===== src/rtl/netaddr_pkg.sv =====
// Package netaddr_pkg
// Shared types and helpers for the net address ROM layer: FSM state
// encoding, search sub-phase, command codes and one CRC-8 step.
// Assumes a serial CRC shifted least significant bit first.
package netaddr_pkg;

    localparam int CRC_W = 8;
    // x^8+x^5+x^4+1 in reflected form for LSB-first shifting
    localparam logic [CRC_W-1:0] CRC_POLY_REFL = 8'h8C;

    localparam logic [7:0] CMD_READ   = 8'h33;
    localparam logic [7:0] CMD_MATCH  = 8'h55;
    localparam logic [7:0] CMD_SKIP   = 8'hCC;
    localparam logic [7:0] CMD_SEARCH = 8'hF0;

    typedef enum logic [2:0] {
        ST_CMD,
        ST_READ,
        ST_MATCH,
        ST_SEARCH,
        ST_SEL,
        ST_IDLE
    } rom_state_t;

    typedef enum logic [1:0] {
        SP_TRUE,
        SP_COMP,
        SP_DIR
    } search_ph_t;

    // Fold one data bit into a CRC-8 value
    function automatic logic [CRC_W-1:0] crc8_step(input logic [CRC_W-1:0] c, input logic d);
        logic fb;
        logic [CRC_W-1:0] r;
        fb = c[0] ^ d;
        r  = c >> 1;
        if (fb) r = r ^ CRC_POLY_REFL;
        return r;
    endfunction

endpackage


===== src/rtl/nar_crc8_serial.sv =====
// Module nar_crc8_serial
// Serial CRC-8 engine shared with other layers. Clear has priority
// over shift. Assumes one data bit per enabled cycle.
module nar_crc8_serial
    import netaddr_pkg::*;
(
    input  logic             clk,
    input  logic             rst_n,
    input  logic             clr,
    input  logic             shift,
    input  logic             din,
    output logic [CRC_W-1:0] val
);

    // Hold, clear or advance the running CRC
    always_ff @(posedge clk) begin
        if (!rst_n || clr) val <= '0;
        else if (shift)    val <= crc8_step(val, din);
    end

    // a clear always leaves 00h
    a_r11_clear_zero: assert property (@(posedge clk) disable iff (!rst_n)
        clr |=> (val == '0));

    // no enable, no change
    a_r11_hold: assert property (@(posedge clk) disable iff (!rst_n)
        (!clr && !shift) |=> $stable(val));

endmodule


===== src/rtl/nar_addr_check.sv =====
// Module nar_addr_check
// Combinational check that the top byte of the network address is
// the CRC-8 of the bits below it. Assumes the address is static, so
// the unrolled depth does not matter for timing.
module nar_addr_check
    import netaddr_pkg::*;
#(
    parameter int ADDR_W = 64
) (
    input  logic [ADDR_W-1:0] net_addr,
    output logic              crc_ok
);

    localparam int BODY_W = ADDR_W - CRC_W;

    logic [CRC_W-1:0] body_crc;

    // Run the CRC over the address body, bit 0 first
    always_comb begin
        body_crc = '0;
        for (int i = 0; i < BODY_W; i++) body_crc = crc8_step(body_crc, net_addr[i]);
        crc_ok = (body_crc == net_addr[ADDR_W-1 -: CRC_W]);
    end

endmodule


===== src/rtl/nar_rom_fsm.sv =====
// Module nar_rom_fsm
// ROM command sequencer: collects the command byte, then runs address
// read, match, search arbitration or skip. It ends in a selected state
// or a deselected state that lasts until the next bus reset.
// Assumes the bit layer gives at most one strobe per cycle and samples
// tx_bit in the cycle rd_stb is high.
module nar_rom_fsm
    import netaddr_pkg::*;
#(
    parameter int ADDR_W = 64
) (
    input  logic              clk,
    input  logic              rst_n,
    input  logic              bus_reset,
    input  logic              wr_stb,
    input  logic              wr_bit,
    input  logic              rd_stb,
    input  logic [ADDR_W-1:0] net_addr,
    output logic              tx_bit,
    output logic              func_sel
);

    localparam int IDX_W = $clog2(ADDR_W);
    localparam int CMD_W = 8;
    localparam int CNT_W = $clog2(CMD_W);

    rom_state_t       state;
    search_ph_t       phase;
    logic [IDX_W-1:0] idx;
    logic [CMD_W-1:0] cmd_sr;
    logic [CNT_W-1:0] cmd_cnt;
    logic [CMD_W-1:0] cmd_next;
    logic             cur_bit;
    logic             last_bit;

    assign cmd_next = {wr_bit, cmd_sr[CMD_W-1:1]};
    assign cur_bit  = net_addr[idx];
    assign last_bit = (idx == IDX_W'(ADDR_W - 1));

    // Sequence the ROM command and its address bit slots
    always_ff @(posedge clk) begin
        if (!rst_n || bus_reset) begin
            state   <= ST_CMD;
            phase   <= SP_TRUE;
            idx     <= '0;
            cmd_sr  <= '0;
            cmd_cnt <= '0;
        end else begin
            case (state)
                ST_CMD: if (wr_stb) begin
                    cmd_sr  <= cmd_next;
                    cmd_cnt <= cmd_cnt + CNT_W'(1);
                    idx     <= '0;
                    phase   <= SP_TRUE;
                    if (cmd_cnt == CNT_W'(CMD_W - 1)) begin
                        case (cmd_next)
                            CMD_READ:   state <= ST_READ;
                            CMD_MATCH:  state <= ST_MATCH;
                            CMD_SEARCH: state <= ST_SEARCH;
                            CMD_SKIP:   state <= ST_SEL;
                            default:    state <= ST_IDLE;
                        endcase
                    end
                end
                ST_READ: if (rd_stb) begin
                    if (last_bit) state <= ST_SEL;
                    else          idx   <= idx + IDX_W'(1);
                end
                ST_MATCH: if (wr_stb) begin
                    if (wr_bit != cur_bit) state <= ST_IDLE;
                    else if (last_bit)     state <= ST_SEL;
                    else                   idx   <= idx + IDX_W'(1);
                end
                ST_SEARCH: begin
                    case (phase)
                        SP_TRUE: if (rd_stb) phase <= SP_COMP;
                        SP_COMP: if (rd_stb) phase <= SP_DIR;
                        default: if (wr_stb) begin
                            phase <= SP_TRUE;
                            if (wr_bit != cur_bit) state <= ST_IDLE;
                            else if (last_bit)     state <= ST_SEL;
                            else                   idx   <= idx + IDX_W'(1);
                        end
                    endcase
                end
                default: state <= state;
            endcase
        end
    end

    // Answer read slots: address bit, its complement, or release
    always_comb begin
        tx_bit = 1'b1;
        if (state == ST_READ) tx_bit = cur_bit;
        else if (state == ST_SEARCH && phase == SP_TRUE) tx_bit = cur_bit;
        else if (state == ST_SEARCH && phase == SP_COMP) tx_bit = ~cur_bit;
    end

    assign func_sel = (state == ST_SEL);

    // a bus reset always returns to command wait, released
    a_r9_bus_reset_returns: assert property (@(posedge clk) disable iff (!rst_n)
        bus_reset |=> (state == ST_CMD && !func_sel && tx_bit));

    // deselection lasts until a bus reset
    a_r5_idle_sticky: assert property (@(posedge clk) disable iff (!rst_n)
        (state == ST_IDLE && !bus_reset) |=> (state == ST_IDLE && tx_bit));

    // selection lasts until a bus reset
    a_r2_sel_sticky: assert property (@(posedge clk) disable iff (!rst_n)
        (func_sel && !bus_reset) |=> func_sel);

    // the search direction slot sees a released line for reads
    a_r6_dir_slot_released: assert property (@(posedge clk) disable iff (!rst_n)
        (state == ST_SEARCH && phase == SP_DIR) |-> tx_bit);

endmodule


===== src/rtl/netaddr_rom_layer.sv =====
// Module netaddr_rom_layer
// Top of the net address ROM function layer: command sequencer,
// address check byte validator and the shared serial CRC-8 engine.
// Assumes net_addr is constant while the device runs.
module netaddr_rom_layer
    import netaddr_pkg::*;
#(
    parameter int ADDR_W = 64
) (
    input  logic              clk,
    input  logic              rst_n,
    input  logic              bus_reset,
    input  logic              wr_stb,
    input  logic              wr_bit,
    input  logic              rd_stb,
    input  logic [ADDR_W-1:0] net_addr,
    output logic              tx_bit,
    output logic              func_sel,
    output logic              addr_crc_ok,
    input  logic              crc_clr,
    input  logic              crc_shift,
    input  logic              crc_din,
    output logic [CRC_W-1:0]  crc_val
);

    nar_rom_fsm #(.ADDR_W(ADDR_W)) u_fsm (
        .clk       (clk),
        .rst_n     (rst_n),
        .bus_reset (bus_reset),
        .wr_stb    (wr_stb),
        .wr_bit    (wr_bit),
        .rd_stb    (rd_stb),
        .net_addr  (net_addr),
        .tx_bit    (tx_bit),
        .func_sel  (func_sel)
    );

    nar_addr_check #(.ADDR_W(ADDR_W)) u_chk (
        .net_addr (net_addr),
        .crc_ok   (addr_crc_ok)
    );

    nar_crc8_serial u_crc (
        .clk   (clk),
        .rst_n (rst_n),
        .clr   (crc_clr),
        .shift (crc_shift),
        .din   (crc_din),
        .val   (crc_val)
    );

endmodule


===== config.mk =====
export PLATFORM = sky130hd
export DESIGN_NAME = netaddr_rom_layer
export DESIGN_NICKNAME = d
export VERILOG_FILES = /design/src/rtl/netaddr_pkg.sv /design/src/rtl/nar_crc8_serial.sv /design/src/rtl/nar_addr_check.sv /design/src/rtl/nar_rom_fsm.sv /design/src/rtl/netaddr_rom_layer.sv
export SDC_FILE = /design/constraint.sdc
export NUM_CORES = 1
export LEC_CHECK = 0
export BUFFER_PORTS_ARGS = -buffer_cell sky130_fd_sc_hd__clkbuf_2
export CORE_ASPECT_RATIO = 2
export CORE_MARGIN = 3
export CORE_UTILIZATION = 58
export CTS_BUF_LIST = sky130_fd_sc_hd__clkbuf_8
export CTS_CLUSTER_SIZE = 8
export DETAILED_ROUTE_END_ITERATION = 8
export GPL_ROUTABILITY_DRIVEN = 0
export GPL_TIMING_DRIVEN = 0
export HOLD_SLACK_MARGIN = 0.06
export PLACE_DENSITY = 0.8
export SYNTH_ARGS = -nofsm -noshare
export SYNTH_HDL_FRONTEND = slang
export SYNTH_SLANG_ARGS = --single-unit

===== constraint.sdc =====
create_clock -name clk -period 5.79 [get_ports clk]
set_input_delay 0.2895 -clock clk [delete_from_list [all_inputs] [get_ports clk]]
set_output_delay 0.2895 -clock clk [all_outputs]
set_load 0.02 [all_outputs]

* Word level (Yosys, flattened, before mapping)
Index checks and enable logic that the tools add are counted.
Word-level totals: flip-flop bits (word level) 30, bits in latches 0, bits in writable memories 0, ROM bits 0, input port bits 73, output and inout port bits 11, word-level logic and storage cells 238, memories 0
Operators by class: add/subtract/negate cells 2, $mul 0, divide/modulo/power cells 0, magnitude comparators 1, equality and inequality tests 19, shifts and indexed selects 0, mux-type cells 83, bitwise operators 113, reduce and logical (&&, ||, !) cells 14
Operators with widths (number):
- two-way mux 8 bit | 57
- NOT 2 -> 3 bit | 56
- bitwise XOR 1 bit | 56
- two-way mux 6 bit | 6
- one-hot mux 3 bit (4 select lines) | 2
- one-hot mux 6 bit (4 select lines) | 1
- two-way mux 3 bit | 7
- == test 8 bit, second input constant | 2
- == test 8 x 6 -> 1 bit, second input constant | 1
- == test 8 x 7 -> 1 bit, second input constant | 1
- == test 8 bit | 1
- one-hot mux 2 bit (2 select lines) | 2
- less-than comparator 6 x 7 -> 1 bit, second input constant | 1
- adder 6 x 1 -> 6 bit, second input constant | 1
- binary-select mux 1 bit (select 6 bit) | 1
- == test 3 x 2 -> 1 bit, second input constant | 2
- == test 3 bit, second input constant | 2
- == test 6 bit, second input constant | 1
- two-way mux 2 bit | 3
- != test 2 bit, second input constant | 3
- != test 3 bit, second input constant | 2
- AND reduction 5 bit | 1
- two-way mux 1 bit | 4
- AND reduction 4 bit | 1
- 16 further kinds | 18

* Logic depth before layout (Yosys ltp)
depth in word-level cells 112, gate-level depth with buffers 13, gate-level depth less buffers 12

* Hierarchy
Synthesis repeated with hierarchy kept, for this count alone.
Unflattened totals: cells, all modules 391, area total of the unflattened synthesis 4209.0 um^2
Modules (own cells, without submodules):
- nar_addr_check | instances 1, cells an instance 164, area an instance 2114.5 um^2, seq. area each 0.0 um^2
- nar_rom_fsm | instances 1, cells an instance 194, area an instance 1751.7 um^2, seq. area each 420.4 um^2
- nar_crc8_serial | instances 1, cells an instance 33, area an instance 342.8 um^2, seq. area each 160.2 um^2

* Least setup slack after synthesis
OpenSTA, ideal clock, no wires.
path kind input-to-output, from input port net_addr[1], to output port addr_crc_ok, data arrival time 4402 ps, required time 5501 ps, path slack 1099 ps, stages 13, path buffers 1, cell sequence buf_2 > xnor3_1 > xor2_1 > xnor2_1 > xor3_1 > xnor2_2 > xnor3_1 > xnor3_2 > xnor3_2 > nor3_1 > o21ai_0 > mux4_2 > a211oi_2
On the way: cells in the longest elaborated chain, start to end 84, elaborated cells on any way between the ends 159, classes of those cells 1 x eq/ne; 55 x mux; 103 x bitwise
RTL lines:
- start: declaration | line netaddr_rom_layer.sv:16 | input logic [ADDR_W-1:0] net_addr,
- bitwise XOR 1 bit * | line netaddr_pkg.sv:35 | fb = c[0] ^ d;
- two-way mux 8 bit * | line netaddr_pkg.sv:37 | if (fb) r = r ^ CRC_POLY_REFL;
- NOT 2 -> 3 bit (no source line)
- two-way mux 8 bit * (3 in a row) | line netaddr_pkg.sv:37
- bitwise XOR 1 bit | line netaddr_pkg.sv:35
- two-way mux 8 bit * | line netaddr_pkg.sv:37
- NOT 2 -> 3 bit (no source line)
- two-way mux 8 bit * (3 in a row) | line netaddr_pkg.sv:37
- [61 not listed]
- two-way mux 8 bit * | line netaddr_pkg.sv:37
- NOT 2 -> 3 bit (no source line)
- two-way mux 8 bit * (3 in a row) | line netaddr_pkg.sv:37
- bitwise XOR 1 bit | line netaddr_pkg.sv:35
- two-way mux 8 bit * | line netaddr_pkg.sv:37
- NOT 2 -> 3 bit (no source line)
- two-way mux 8 bit * (2 in a row) | line netaddr_pkg.sv:37
- == test 8 bit * | line nar_addr_check.sv:22 | crc_ok = (body_crc == net_addr[ADDR_W-1 -: CRC_W]);
- end: declaration | line netaddr_rom_layer.sv:19 | output logic addr_crc_ok,
Mark *: on every way between the ends.

* Worst setup path after layout
from input port net_addr[17], to output port addr_crc_ok
On the way: cells in the longest elaborated chain, start to end 60, elaborated cells on any way between the ends 111, classes of those cells 1 x eq/ne; 39 x mux; 71 x bitwise
RTL lines (line):
- bitwise XOR 1 bit * | netaddr_pkg.sv:35
- two-way mux 8 bit * | netaddr_pkg.sv:37
- NOT 2 -> 3 bit (no source line)
- two-way mux 8 bit * (3 in a row) | netaddr_pkg.sv:37
- bitwise XOR 1 bit | netaddr_pkg.sv:35
- two-way mux 8 bit * | netaddr_pkg.sv:37
- NOT 2 -> 3 bit (no source line)
- two-way mux 8 bit * (3 in a row) | netaddr_pkg.sv:37
- [37 not listed]
- two-way mux 8 bit * | netaddr_pkg.sv:37
- parallel branches: the longest is 1 deep, another holds bitwise XOR 1 bit
- two-way mux 8 bit * (3 in a row) | netaddr_pkg.sv:37
- bitwise XOR 1 bit | netaddr_pkg.sv:35
- two-way mux 8 bit * | netaddr_pkg.sv:37
- parallel branches: the longest is 1 deep, another holds bitwise XOR 1 bit
- two-way mux 8 bit * (2 in a row) | netaddr_pkg.sv:37
- == test 8 bit * | nar_addr_check.sv:22
Marks and branches as above.

==> impl_metrics.py <==
metrics = {
    "run_status": {
        "status": "finished clean",
    },
    "hold_path": {
        "hp-class": "primary input to flop",
        "hold_depth": 3,
    },
    "final_layout": {
        "layout_commonest_cell": "xnor2_1",
        "antennaDiodeCount": 0,
        "syn_to_final_growth_pct": 14.98,
        "fillCellCount": 499,
        "mostFrequentLayoutCells": "82 x xnor2_1, 79 x clkbuf_2, 39 x xor2_1, 29 x nand2_1, 29 x dfxtp_1",
        "drive_gt1_frac": 0.2597,
        "nets": 541,
        "final_util": 0.7009,
    },
    "job": {
        "maxCapViolations": 0,
    },
    "yosys": {
        "synth_top_area_share": 0.1837,
        "synthTopCellsByArea": "xnor2_1 18%, dfxtp_1 15%, xnor3_1 14%, mux4_2 12%, xor2_1 8.7%",
        "ys_warn_count": 0,
        "synth_top_area_cell": "xnor2_1",
        "yosysUniqueCellTypes": 38,
        "synth_seq_cells": 29,
        "synth_area_sq_mm": 0.003909,
        "seq_area_frac_synth": 0.1485,
        "synth_fp_nets": 455,
        "syn_avg_cell_area_sq_um": 10.31,
        "netlist_instances": 379,
    },
    "clock_network": {
        "cts.sinks": 29,
        "post-cts-setup-buffers": 0,
        "ctsResizeCount": 0,
        "cts-buffers-inserted": 5,
        "htree_levels": 2,
        "clk_latency_ps": 280,
        "path_clk_slew_ps": 60,
        "cts_tree": "done",
        "clk_path_buf_depth": 2,
        "clock-root-buffer": "clkbuf_8",
        "cts_hold_buf": 0,
    },
    "sta": {
        "setup-violations-final": 0,
        "finalHoldViolations": 0,
        "finalClockSkew_ps": 3.141,
        "setup_tns_ps": 0,
        "worst_pin_slew_ps": 798.8,
        "maxSlewViolCount": 0,
        "max_freq_ghz": 0.1940,
        "fin_crit_sh": 0.8903,
        "rsz0062_at_grt": "no",
        "period_needed_ps": 5155,
        "maxSlewHeadroom": 0.4675,
    },
    "global_route": {
        "grtUsageMet1": 0.2369,
        "grt_usage": 0.2530,
        "grt_max_degree": 11,
        "grt_pass1_wl_um": 15230,
        "use_met3": 0.02030,
        "grt_pass1_vias": 3264,
        "grt_overflow": 0,
        "antenna_found_initial": 0,
        "met2_usage": 0.5133,
        "top_usage_layer": "met2",
    },
    "setup_path": {
        "ff2ff_path_depth": 13,
        "cp_num_buf_inv": 2,
        "crit_required_ps": 5500,
        "critical-path-max-stage-delay_ps": 520,
        "start_kind": "primary input",
        "end_kind": "primary output",
        "critPathKind": "primary input to primary output",
        "arrival_ps": 4870,
        "crit_family": "XOR/XNOR gates",
        "cp_max_fo": 9,
        "path_cells": "clkbuf_2, xnor3_1, xor2_2, xor2_2, xor3_1, xnor2_2, xnor3_1, xnor3_2, xnor3_2, nor3_1, o21ai_0, mux4_2, a211oi_2, clkbuf_2",
        "cpMaxStageDelayCell": "xnor3_2",
        "crit_cells": 14,
    },
    "place": {
        "portBuffers": 79,
        "hpwl_um": 8140,
    },
    "die": {
        "die_w_um": 64.05,
        "die_h_um": 122.1,
        "core_sq_mm": 0.006412,
        "dieArea_sq_mm": 0.007820,
        "row_count": 41,
        "start_util": 0.6096,
        "io_pins": 84,
    },
    "detailed_routing": {
        "viasPerCell": 5.714,
        "drt-wirelength-per-cell_um": 17.11,
        "drtPass1Iterations": 4,
        "wl_um": 9442,
        "drcViolationCount": 0,
        "final_antenna_net_count": 0,
        "vias": 3154,
        "drtIter0Drc": 149,
    },
}
[state kept, by name, summed over array words and instances (netlist names)]
register / flops
u_fsm.cmd_cnt: 3
u_fsm.idx: 6
u_fsm.phase: 2
u_fsm.cmd_sr: 7
u_crc.val: 8
u_fsm.state: 3
[metal layers]
layer	part of all wire	routed length (um)
met1	0.32	3024
met2	0.59	5592
met3	0.039	364
met4	0.049	461
met5	0	0
[final cells by class]
cell class | instances | area (sq um) | area share
plain buffers | 18 | 70.07 | 0.01559
well taps | 86 | 107.6 | 0.02394
clock buffers | 5 | 68.82 | 0.01531
clock inverters | 3 | 13.76 | 0.003062
inverters | 5 | 18.77 | 0.004176
repair buffers | 79 | 395.4 | 0.08797
multi-input cells | 327 | 3239 | 0.7208
flip-flops and latches | 29 | 580.6 | 0.1292
[per-stage QoR]
step,instances,worst slack [ps],hold slack (ps),area (sq um)
floorplan,379,1099,425.5,3909
global placement,544,693.1,445.2,4412
detailed placement,544,615.7,459.0,4412
CTS,552,591.4,320.8,4494
global route,552,449.7,335.7,4494
finish,552,635.1,322.9,4494
[path summary, 6_finish.rpt]
kind	from	end	slack [ps]
hold reg to reg	u_fsm.cmd_cnt[2]	u_fsm.cmd_cnt[2]	470
hold / removal	wr_bit	u_fsm.cmd_sr[7]	320
setup reg to reg	u_fsm.idx[0]	u_fsm.idx[5]	1650
setup / recovery	net_addr[17]	addr_crc_ok	640
[worst reg2reg max path: stages (launching register included)]
cell	delay [ps]
dfxtp_1	340
clkbuf_1	540
clkbuf_1	670
mux4_2	610
mux4_2	490
mux2i_1	180
a21oi_1	160
xor2_1	180
nand2b_1	170
nand3_1	180
nor2_1	200
nand2_1	100
xor2_1	170
nor2_1	50
[logic make-up (layout without fill, tap and decap cells)]
kind of cell,after synthesis,in the layout,synth area share
flip-flops,29,29,0.1485
AO/OA/AOI/OAI,41,41,0.06210
AND/OR/NAND/NOR,92,92,0.1168
adder cells (fa/ha/maj),3,3,0.009604
buffers and inverters,23,110,0.02273
multiplexers,30,30,0.1440
XOR/XNOR,161,161,0.4962
[cells in the mapped netlist]
cell,instances
inv_1,5
xnor2_4,1
nor3_1,10
mux2i_1,9
dfxtp_1,29
nand2b_1,5
and3_1,8
xnor2_1,82
a21oi_1,16
nor4bb_1,7
xor2_1,39
buf_2,2
nand3_1,2
nand3b_1,2
a22oi_1,2
nand4_1,1
or2_2,1
o211ai_1,2
buf_1,3
or3_1,1
mux4_2,21
a211oi_2,1
o21ai_0,12
xor2_2,2
xnor3_1,24
nor2_1,24
xnor2_2,4
clkbuf_1,13
nor2b_1,2
ha_1,3
o2111ai_1,1
o32a_1,1
a31oi_1,1
xor3_1,6
o21ai_1,1
a211oi_1,4
xnor3_2,3
nand2_1,29
Power is not shown: default switching activity piles up to over one toggle a cycle in this logic, so the estimate is an artifact.
